<file path="config.mk">
export PLATFORM = sky130hd
export DESIGN_NAME = dtmf_steer_ctrl
export DESIGN_NICKNAME = d
export VERILOG_FILES = /design/src/rtl/dtmf_steer_pkg.sv /design/src/rtl/dtmf_guard_timer.sv /design/src/rtl/dtmf_settle_timer.sv /design/src/rtl/dtmf_code_latch.sv /design/src/rtl/dtmf_steer_ctrl.sv
export SDC_FILE = /design/constraint.sdc
export NUM_CORES = 1
export LEC_CHECK = 0
export ABC_AREA = 0
export BUFFER_PORTS_ARGS = -buffer_cell sky130_fd_sc_hd__buf_4
export CAP_MARGIN = 40
export CORE_UTILIZATION = 39
export DETAILED_ROUTE_END_ITERATION = 8
export GPL_TIMING_DRIVEN = 0
export PLACE_DENSITY = 0.56
export SLEW_MARGIN = 25
export SYNTH_ARGS = -nofsm -noshare
export SYNTH_HDL_FRONTEND = slang
export SYNTH_SLANG_ARGS = --single-unit
</file>
<file path="constraint.sdc">
create_clock -name clk -period 4.9 [get_ports clk]
set_input_delay 0.735 -clock clk [delete_from_list [all_inputs] [get_ports clk]]
set_output_delay 0.735 -clock clk [all_outputs]
set_load 0.02 [all_outputs]
</file>
<file path="src/rtl/dtmf_steer_pkg.sv">
package dtmf_steer_pkg;
  localparam int CODE_W_DEF     = 4;
  localparam int GUARD_W_DEF    = 24;
  localparam int SETTLE_CYC_DEF = 16;

  typedef enum logic [2:0] {
    ST_IDLE,
    ST_ACQ,
    ST_SETTLE,
    ST_HELD,
    ST_REL
  } steer_state_e;
endpackage

</file>
<file path="src/rtl/dtmf_guard_timer.sv">
module dtmf_guard_timer #(
  parameter int W = 24
) (
  input  logic         clk,
  input  logic         rst_n,
  input  logic         start,
  input  logic         advance,
  input  logic [W-1:0] thr,
  output logic         reached
);
  logic [W-1:0] cnt_q;

  always_ff @(posedge clk) begin
    if (!rst_n)                        cnt_q <= '0;
    else if (start)                    cnt_q <= W'(1);
    else if (advance && cnt_q != '1)   cnt_q <= cnt_q + W'(1);
  end

  assign reached = (cnt_q >= thr);
endmodule

</file>
<file path="src/rtl/dtmf_settle_timer.sv">
module dtmf_settle_timer #(
  parameter int CYC = 16
) (
  input  logic clk,
  input  logic rst_n,
  input  logic run,
  output logic done
);
  localparam int CW = (CYC > 1) ? $clog2(CYC) : 1;
  logic [CW-1:0] cnt_q;

  always_ff @(posedge clk) begin
    if (!rst_n)   cnt_q <= '0;
    else if (run) cnt_q <= cnt_q + CW'(1);
    else          cnt_q <= '0;
  end

  assign done = run && (cnt_q == CW'(CYC - 1));
endmodule

</file>
<file path="src/rtl/dtmf_code_latch.sv">
module dtmf_code_latch #(
  parameter int W = 4
) (
  input  logic         clk,
  input  logic         rst_n,
  input  logic         load,
  input  logic [W-1:0] code_in,
  input  logic         out_en,
  output logic [W-1:0] code_q,
  output logic [W-1:0] bus,
  output logic         bus_oe
);
  always_ff @(posedge clk) begin
    if (!rst_n)    code_q <= '0;
    else if (load) code_q <= code_in;
  end

  assign bus    = out_en ? code_q : '0;
  assign bus_oe = out_en;
endmodule

</file>
<file path="src/rtl/dtmf_steer_ctrl.sv">
module dtmf_steer_ctrl
  import dtmf_steer_pkg::*;
#(
  parameter int CODE_W     = CODE_W_DEF,
  parameter int GUARD_W    = GUARD_W_DEF,
  parameter int SETTLE_CYC = SETTLE_CYC_DEF
) (
  input  logic               clk,
  input  logic               rst_n,
  input  logic               pair_seen_i,
  input  logic [CODE_W-1:0]  tone_code_i,
  input  logic [GUARD_W-1:0] present_cycles_i,
  input  logic [GUARD_W-1:0] absent_cycles_i,
  input  logic               out_en_i,
  output logic [CODE_W-1:0]  code_o,
  output logic               code_oe_o,
  output logic               steered_o,
  output logic               reg_pulse_o
);
  steer_state_e       state_q, state_d;
  logic [GUARD_W-1:0] pres_thr_q, abs_thr_q, thr_sel;
  logic               gt_start, gt_adv, gt_reached;
  logic               settle_done, load;
  logic               pulse_q;
  logic [CODE_W-1:0]  code_q;

  // thresholds follow the inputs only while idle
  always_ff @(posedge clk) begin
    if (!rst_n) begin
      pres_thr_q <= '0;
      abs_thr_q  <= '0;
    end else if (state_q == ST_IDLE) begin
      pres_thr_q <= present_cycles_i;
      abs_thr_q  <= absent_cycles_i;
    end
  end

  assign thr_sel = (state_q == ST_REL) ? abs_thr_q : pres_thr_q;

  dtmf_guard_timer #(.W(GUARD_W)) u_guard (
    .clk(clk), .rst_n(rst_n), .start(gt_start), .advance(gt_adv),
    .thr(thr_sel), .reached(gt_reached)
  );

  dtmf_settle_timer #(.CYC(SETTLE_CYC)) u_settle (
    .clk(clk), .rst_n(rst_n), .run(state_q == ST_SETTLE), .done(settle_done)
  );

  dtmf_code_latch #(.W(CODE_W)) u_latch (
    .clk(clk), .rst_n(rst_n), .load(load), .code_in(tone_code_i),
    .out_en(out_en_i), .code_q(code_q), .bus(code_o), .bus_oe(code_oe_o)
  );

  always_comb begin
    state_d  = state_q;
    gt_start = 1'b0;
    gt_adv   = 1'b0;
    load     = 1'b0;
    unique case (state_q)
      ST_IDLE: if (pair_seen_i) begin
        state_d  = ST_ACQ;
        gt_start = 1'b1;
      end
      ST_ACQ: begin
        if (!pair_seen_i)    state_d = ST_IDLE;
        else if (gt_reached) begin
          state_d = ST_SETTLE;
          load    = 1'b1;
        end else             gt_adv  = 1'b1;
      end
      ST_SETTLE: if (settle_done) state_d = ST_HELD;
      ST_HELD: if (!pair_seen_i) begin
        state_d  = ST_REL;
        gt_start = 1'b1;
      end
      ST_REL: begin
        if (pair_seen_i)     state_d = ST_HELD;
        else if (gt_reached) state_d = ST_IDLE;
        else                 gt_adv  = 1'b1;
      end
      default: state_d = ST_IDLE;
    endcase
  end

  always_ff @(posedge clk) begin
    if (!rst_n) begin
      state_q <= ST_IDLE;
      pulse_q <= 1'b0;
    end else begin
      state_q <= state_d;
      pulse_q <= load;
    end
  end

  assign steered_o   = (state_q == ST_HELD) || (state_q == ST_REL);
  assign reg_pulse_o = pulse_q;
endmodule

</file>
==> impl_metrics.csv, run 1 <==
group,metric,value,unit
status,status,"completed",
sta,rsz0062_at_grt,"no",
power,seqPwrFrac,0.528,
clocking,cts-root-buf,"clkbuf_8",
power,p_sw,363.2,uW
global_routing,grt_max_degree,15,
sta,period_share,0.9238,
sta,worstMarginPinSlew,0.5766,ns
logic_synthesis,synth_edf_count,0,
placement,hpwl,8.320,mm
placement,port_buffers,61,
worst_hold_path,holdPathStages,1,
clocking,hold_buffers,0,
clocking,cts.htree.levels,3,
route,ant_nets,0,
setup_path,worst-r2r-cell-count,14,
logic_synthesis,yosysMostFrequentCell,"nand2_1",
global_routing,gr-total-overflow,0,
global_routing,first_global_vias,3501,
setup_path,ff2ff_setup_slack,0.37,ns
floorplanning,chipWidth,107.0,um
power,ir_drop,224.5,uV
clocking,cts_tree,"yes",
setup_path,r2r-start,"state_q[2]",
setup_path,crit_path_max_fanout,10,
clocking,clock_latency,0.37,ns
sta,max_freq,0.2209,GHz
route,drc_errors,0,
logic_synthesis,ys_warn_count,0,
route,dr_total_vias,3775,
clocking,cts.sinks,84,
logic_synthesis,syn_area,4298,um2
logic_synthesis,postSynthAreaPerCell,8.281,um2
sta,finalCriticalPeriod,4.527,ns
logic_synthesis,ys_seq_area_frac,0.3913,
flow_run,drv_cap,0,
logic_synthesis,synth.largest_area_cell,"dfxtp_1",
power,leakagePower,0.002084,uW
power,p_per_area,267.3,nW/um2
setup_path,cp.required,5.17,ns
logic_synthesis,synth.distinct_cells,43,
setup_path,worstSetupStartpointType,"flop",
clocking,path_clk_slew,0.09,ns
cells_and_area,area_growth,19.59,%
global_routing,grt_pass1_wl,17.80,mm
clocking,ctsResizeCount,2,
route,via_per_inst,5.136,
floorplanning,die_h,107.0,um
logic_synthesis,synthTopCellsByArea,"dfxtp_1 (39%), nand2_1 (11%), a21boi_0 (8.4%)",
cells_and_area,nets,676,
setup_path,reg2reg_to,"u_guard.cnt_q[19]",
route,routed_wirelength,10.94,mm
cells_and_area,drive_above_1_share,0.1569,
logic_synthesis,synth_top_area_share,0.3913,
clocking,cts_buffers,9,
floorplanning,core-area,10510,um2
route,dr.pass1.iters,4,
setup_path,cp-end-kind,"flop",
global_routing,grt_util_all_layers,0.2062,
sta,slew_headroom,0.6156,
sta,fin_tns_setup,0,ns
logic_synthesis,ys_ff_latch,84,
sta,slew_viol_final,0,
power,p_int,1011,uW
logic_synthesis,synth_common_cells,"nand2_1 (131), dfxtp_1 (84), a21boi_0 (48), mux2i_1 (29)",
worst_hold_path,min_to,"u_settle.cnt_q[0]",
floorplanning,io_pins,63,
power,p_comb_frac,0.113,
logic_synthesis,async_reset_ff_frac,0,
floorplanning,start_util,0.4090,
sta,setup_viol,0,
setup_path,path_class,"reg -> reg",
sta,timing.hold.ws,0.4494,ns
worst_hold_path,hold_path_class,"reg -> reg",
floorplanning,row_count,37,
sta,worst_slack,0.3733,ns
setup_path,worstPathArrival,4.80,ns
global_routing,antenna_found_initial,0,
clocking,post_cts_buffers,0,
power,p_clk_frac,0.359,
sta,finClkSkew,0.007580,ns
route,drt_iter0_markers,200,
cells_and_area,fill_cells,1048,
sta,hold_viol,0,
logic_synthesis,syn_nets,601,
route,avgRoutedWirePerCell,14.88,um
placement,gp_congestion,0.7991,
floorplanning,die-area,11440,um2
logic_synthesis,netlist_instances,519,
cells_and_area,antenna_cells,0,
power,switching_share,0.2643,
logic_synthesis,ys.flop_type,"dfxtp_1",
clocking,cts_buffer_depth,2,
placement,post-place-ws,0.0002567,ns
worst_hold_path,holdCritStartpoint,"u_settle.cnt_q[0]",
## through the flow
step                      instance area, um2  cells  total power, uW    util
after global routing                    5140    735             1446  0.4891
final                                   5140    735             1374  0.4891
after CTS                               5130    733             1393  0.4882
after floorplan                         4298    519            827.9       -
after detailed placement                4931    717            897.8  0.4692
after global placement                  4926    716            893.8  0.4687
## how the worst max path moves through the flow
stage               startpoint  cells past startpoint                end
floorplan           state_q[2]                     13  u_guard.cnt_q[16]
global route        state_q[2]                     14  u_guard.cnt_q[19]
finish              state_q[2]                     14  u_guard.cnt_q[19]
CTS                 state_q[2]                     13  u_latch.code_q[3]
detailed placement  state_q[2]                     13  u_latch.code_q[3]
global placement    state_q[2]                     13  u_guard.cnt_q[18]
## power groups by stage
| stage | Clock, uW | Sequential [uW] | Combinational (uW) |
|---|---|---|---|
| after floorplan | 0 | 737 | 90.8 |
| after detailed placement | 0 | 741 | 157 |
| after global routing | 541 | 729 | 176 |
| after CTS | 511 | 725 | 157 |
| after global placement | 0 | 740 | 153 |
| final | 493 | 725 | 156 |
## kinds of logic (layout without fill, tap and decap cells)
| family | after synthesis | in the layout | share of synthesized area |
|---|---|---|---|
| compound gates | 108 | 108 | 0.1753 |
| buf+inv | 36 | 116 | 0.03377 |
| fa+ha+maj | 26 | 26 | 0.07569 |
| mux | 30 | 30 | 0.07016 |
| simple gates | 227 | 227 | 0.2376 |
| flops | 84 | 84 | 0.3913 |
| xor+xnor | 8 | 8 | 0.01630 |
## layout make-up
cell class,instances,area (um2),area share
multi-input cells,399,2471,0.4808
flip-flops and latches,84,1682,0.3272
repair buffers,64,473.0,0.09202
well taps,136,170.2,0.03311
clock buffers,12,165.2,0.03213
plain buffers,30,125.1,0.02434
clock inverters,4,31.28,0.006086
inverters,6,22.52,0.004382
## critical path, cell delays in order (launching register included)
cell      delay [ns]
dfxtp_1         0.31
clkbuf_1        0.29
nor3b_1         0.22
clkbuf_1        0.48
clkbuf_2        0.48
mux2i_1         0.36
ha_1            0.31
a21oi_1         0.15
o21ai_0         0.11
a22oi_1         0.31
nand3_1         0.31
nor4_1          0.48
buf_2           0.31
a31oi_1         0.11
a41o_1          0.21
## per-layer routing
metal  part of all wire  vias up  global-route usage  wire [um]
met5                  0        -                   0          0
met4              0.019        0             0.07241        208
met3              0.042       15             0.05228        463
met2               0.44       79              0.3088       4798
met1               0.50     1729              0.2858       5466
li1                   -     1952                   -          -
## state kept, by name, indices dropped and copies added, names as in the netlist
| register | cells |
|---|---|
| state_q | 3 |
| u_settle.cnt_q | 4 |
| u_latch.code_q | 4 |
| pres_thr_q | 24 |
| u_guard.cnt_q | 24 |
| reg_pulse_o | 1 |
| abs_thr_q | 24 |
## placed cells by master (no fill, tap or decap), types with 12 or more instances in the layout
master and instances:
ha_1 26, clkbuf_1 21, nand2_1 131, a21oi_1 24
mux2i_1 29, nor2_1 26, a21boi_0 48, dfxtp_1 84
nand3_1 12, buf_4 63, clkbuf_8 12
No activity file was read; power rests on OpenSTA's default activity.
==> inputs of run 2 (changes only) <==
- CORE_UTILIZATION: 39 -> 43
- PLACE_DENSITY: 0.56 -> 0.61
==> impl_metrics.csv, run 2 (same netlist as run 1, synthesis figures left out) <==
group,metric,value,unit
status,status,"completed",
worst_hold_path,holdCritStartpoint,"u_settle.cnt_q[0]",
clocking,ctsResizeCount,0,
power,ir_drop,164.4,uV
cells_and_area,nets,675,
cells_and_area,final_common_cell,"nand2_1",
sta,rsz0062_at_grt,"no",
sta,slew_viol_final,0,
setup_path,worstPathCellList,"clkbuf_1, nor3b_1, clkbuf_1, clkbuf_2, mux2i_1, ha_1, a2111o_1, a311oi_2, o21ai_2, nor4_1, buf_2, a31oi_1, a41o_1",
global_routing,grt_pass1_wl,17.24,mm
cells_and_area,regArea,1682,um2
power,p_total,1401,uW
setup_path,r2r-start,"state_q[2]",
route,drt_iter0_markers,98,
clocking,cts_buffer_depth,2,
route,avgRoutedWirePerCell,14.18,um
power,leakagePower,0.002086,uW
cells_and_area,drive_above_1_share,0.1555,
setup_path,cp_top_family,"buffers and inverters",
sta,period_share,0.8807,
setup_path,cpMostUsedCell,"clkbuf_1",
sta,worstMarginPinSlew,0.7645,ns
setup_path,ff2ff_setup_slack,0.58,ns
setup_path,crit_path_max_fanout,10,
global_routing,antenna_found_initial,0,
clocking,cts.sinks,84,
sta,finalCriticalPeriod,4.315,ns
sta,setup_viol,0,
setup_path,cp-end-kind,"flop",
route,ant_nets,0,
sta,fin_tns_setup,0,ns
route,dr.pass1.iters,4,
sta,finClkSkew,0.01351,ns
global_routing,grt_util_all_layers,0.2168,
setup_path,max_stage_delay,0.49,ns
setup_path,path_class,"reg -> reg",
clocking,cts-root-buf,"clkbuf_8",
global_routing,grt_max_degree,17,
route,dr_total_vias,3814,
setup_path,cp.required,5.16,ns
clocking,post_cts_buffers,0,
clocking,path_clk_slew,0.10,ns
setup_path,worstSetupStartpointType,"flop",
floorplanning,die-area,10400,um2
global_routing,first_global_vias,3546,
clocking,clock_latency,0.36,ns
route,via_per_inst,5.218,
sta,timing.hold.ws,0.4553,ns
floorplanning,core-area,9729,um2
setup_path,reg2reg_to,"u_guard.cnt_q[19]",
setup_path,path_depth,13,
clocking,cts_tree,"yes",
global_routing,gr-total-overflow,0,
floorplanning,io_pins,63,
flow_run,drv_cap,0,
route,routed_wirelength,10.37,mm
cells_and_area,final_cell_mix,"nand2_1 (131), dfxtp_1 (84), buf_4 (63)",
setup_path,worstPathArrival,4.58,ns
sta,hold_viol,0,
power,p_per_area,272.6,nW/um2
cells_and_area,multi_input_area,2471,um2
route,drc_errors,0,
setup_path,cp.buffers_inverters,4,
worst_hold_path,hold_path_class,"reg -> reg",
worst_hold_path,min_to,"u_settle.cnt_q[0]",
sta,max_freq,0.2317,GHz
floorplanning,start_util,0.4417,
cells_and_area,fill_cells,1003,
placement,port_buffers,61,
cells_and_area,antenna_cells,0,
worst_hold_path,holdPathStages,1,
placement,hpwl,8.055,mm
clocking,hold_buffers,0,
clocking,cts.htree.levels,3,
floorplanning,die_h,102.0,um
clocking,cts_buffers,9,
cells_and_area,largestRegisters,"abs_thr_q x24, pres_thr_q x24, u_guard.cnt_q x24",
cells_and_area,final_util,0.5282,
placement,gp_congestion,0.8403,
floorplanning,chipWidth,102.0,um
setup_path,cpMaxStageDelayCell,"clkbuf_1",
sta,slew_headroom,0.4864,
floorplanning,row_count,36,
setup_path,worst-r2r-cell-count,13,
cells_and_area,area_growth,19.56,%
run 2: cell types whose count changed in the layout (fill, tap and decap cells not counted):
cell,before,now
bufinv_16,0,1
clkbuf_2,4,3
clkinvlp_4,3,2
clkbuf_8,12,9
inv_6,1,4
run 2: layout make-up:
cell class              instances  area share
plain buffers                  30     0.02435
clock inverters                 7     0.01558
inverters                       6    0.004383
clock buffers                   9     0.02411
multi-input cells             399      0.4809
well taps                     133     0.03238
repair buffers                 63     0.09106
flip-flops and latches         84      0.3272
run 2: through the flow:
stage          instances  instance area (um2)  setup slack (ns)
3_3_place_gp         713                 4922            0.1543
4_1_cts              730                 5131           0.04103
5_1_grt              731                 5139            0.1968
2_1_floorplan        519                 4298             1.096
6_report             731                 5139            0.5847
3_5_place_dp         714                 4927           0.06302
run 2: how the worst max path moves through the flow:
stage | start | to
global route | state_q[2] | u_guard.cnt_q[16]
floorplan | state_q[2] | u_guard.cnt_q[16]
detailed placement | state_q[2] | u_latch.code_q[3]
CTS | state_q[2] | u_latch.code_q[3]
finish | state_q[2] | u_guard.cnt_q[19]
global placement | state_q[2] | u_latch.code_q[0]
run 2: power by group:
group / internal, uW / switching (uW)
registers: 710 / 15.1
logic: 73.0 / 80.9
clock network: 243 / 279
total: 1030 / 374
run 2: worst reg2reg max path, stage by stage, from the launching register on:
cell,delay [ns]
dfxtp_1,0.31
clkbuf_1,0.28
nor3b_1,0.21
clkbuf_1,0.49
clkbuf_2,0.44
mux2i_1,0.30
ha_1,0.27
a2111o_1,0.38
a311oi_2,0.31
o21ai_2,0.19
nor4_1,0.44
buf_2,0.29
a31oi_1,0.11
a41o_1,0.21
run 2: layer usage:
| layer | routed length [um] | global-route usage |
|---|---|---|
| met3 | 455 | 0.04104 |
| met1 | 5011 | 0.2936 |
| met5 | 0 | 0 |
| met2 | 4793 | 0.3521 |
| met4 | 105 | 0.06154 |
==> inputs of run 3 (changes only) <==
- HOLD_SLACK_MARGIN: unset -> 0.03
- RECOVER_POWER: unset -> 100
==> impl_metrics.csv, run 3 (same netlist as run 1, synthesis figures left out) <==
group,metric,value,unit
status,status,"completed",
route,avgRoutedWirePerCell,14.14,um
sta,finClkSkew,0.01574,ns
cells_and_area,final_common_cell,"nand2_1",
cells_and_area,antenna_cells,0,
global_routing,grt_util_all_layers,0.2168,
worst_hold_path,hold_path_class,"reg -> reg",
setup_path,cp.required,5.17,ns
placement,dpl_cell_area,4927,um2
global_routing,grt_max_degree,17,
cells_and_area,fill_cells,1013,
power,p_per_area,273.8,nW/um2
route,via_per_inst,5.192,
clocking,cts_buffers,9,
power,ir_drop,164.3,uV
sta,fin_tns_setup,0,ns
setup_path,worstSetupStartpointType,"flop",
global_routing,antenna_found_initial,0,
floorplanning,die_h,102.0,um
floorplanning,start_util,0.4417,
route,drt_iter0_markers,101,
clocking,cts.htree.levels,3,
sta,worstMarginPinSlew,0.7552,ns
clocking,cts_tree,"yes",
sta,period_share,0.8962,
placement,post-place-ws,0.06302,ns
global_routing,grt_pass1_wl,17.24,mm
cells_and_area,largestRegisters,"abs_thr_q x24, pres_thr_q x24, u_guard.cnt_q x24",
clocking,cts_buffer_depth,2,
cells_and_area,final_cell_mix,"nand2_1 (131), dfxtp_1 (84), buf_4 (57)",
sta,finalCriticalPeriod,4.391,ns
sta,worst_slack,0.5086,ns
worst_hold_path,holdPathStages,1,
placement,port_buffers,61,
global_routing,first_global_vias,3546,
flow_run,drv_cap,0,
route,dr_total_vias,3795,
sta,hold_viol,0,
route,routed_wirelength,10.34,mm
clocking,hold_buffers,0,
cells_and_area,final_util,0.5248,
placement,hpwl,8.055,mm
cells_and_area,nets,675,
power,leakagePower,0.002047,uW
floorplanning,chipWidth,102.0,um
floorplanning,io_pins,63,
route,dr.pass1.iters,4,
cells_and_area,drive_above_1_share,0.1388,
floorplanning,row_count,36,
floorplanning,core-area,9729,um2
setup_path,worst-r2r-cell-count,13,
cells_and_area,final_design_area_no_fill,5106,um2
cells_and_area,area_growth,18.81,%
sta,max_freq,0.2277,GHz
sta,setup_viol,0,
setup_path,path_class,"reg -> reg",
setup_path,worstPathArrival,4.66,ns
sta,slew_viol_final,0,
sta,slew_headroom,0.4926,
sta,rsz0062_at_grt,"no",
clocking,cts-root-buf,"clkbuf_8",
clocking,clock_latency,0.36,ns
clocking,post_cts_buffers,0,
clocking,cts.sinks,84,
setup_path,cp-end-kind,"flop",
setup_path,crit_path_max_fanout,10,
route,ant_nets,0,
clocking,path_clk_slew,0.10,ns
route,drc_errors,0,
floorplanning,die-area,10400,um2
global_routing,gr-total-overflow,0,
placement,gp_congestion,0.8403,
==> run 3: final timing paths <==
path,from,end,slack [ns]
setup reg to reg,state_q[2],u_guard.cnt_q[19],0.51
hold reg to reg,u_settle.cnt_q[0],u_settle.cnt_q[0],0.46
setup / recovery,state_q[2],u_guard.cnt_q[19],0.51
hold / removal,u_settle.cnt_q[0],u_settle.cnt_q[0],0.46
==> run 3: critical path: stages, from the launching register on <==
cell and delay, ns:
dfxtp_1 0.31, clkbuf_1 0.28, nor3b_1 0.21, clkbuf_1 0.51
clkbuf_2 0.44, mux2i_1 0.30, ha_1 0.27, a2111o_1 0.37
a311oi_1 0.35, o21ai_2 0.21, nor4_1 0.44, buf_2 0.29
a31oi_1 0.11, a41o_1 0.21
==> run 3: cell type report <==
type,instances,area (um2),share of cell area
Buffer,30,123.9,0.02426
Tap cell,133,166.4,0.03259
Sequential cell,84,1682,0.3293
Clock inverter,7,80.08,0.01568
Clock buffer,9,123.9,0.02426
Inverter,6,22.52,0.004411
Multi-Input combinational cell,399,2465,0.4827
Timing Repair Buffer,63,442.9,0.08674
==> run 3: per-layer routing <==
metal / GRT usage / up-vias / share of wire
li1: - / 1958 / -
met2: 0.3521 / 74 / 0.46
met3: 0.04104 / 9 / 0.045
met1: 0.2936 / 1754 / 0.48
met4: 0.06154 / 0 / 0.010
met5: 0 / - / 0
==> run 3: repair_timing <==
item | 4_1_cts | 5_1_grt
hold endpoints to repair | 0 | 0
setup endpoints to repair | 0 | 11
gates resized for setup | 0 | 4
==> run 3: power breakdown <==
part / leakage [uW] / switching, uW / internal (uW)
sequential: 0.000689 / 15.0 / 710
clock: 0.0000973 / 278 / 243
combinational: 0.00126 / 80.4 / 71.9
==> run 3: per-stage QoR <==
| step | hold slack (ns) | power, uW | cells |
|---|---|---|---|
| after floorplan | 0.4175 | 827.9 | 519 |
| after global placement | 0.4306 | 892.1 | 713 |
| after detailed placement | 0.4452 | 896.8 | 714 |
| after CTS | 0.4610 | 1415 | 730 |
| after global routing | 0.4769 | 1465 | 731 |
| final | 0.4552 | 1398 | 731 |
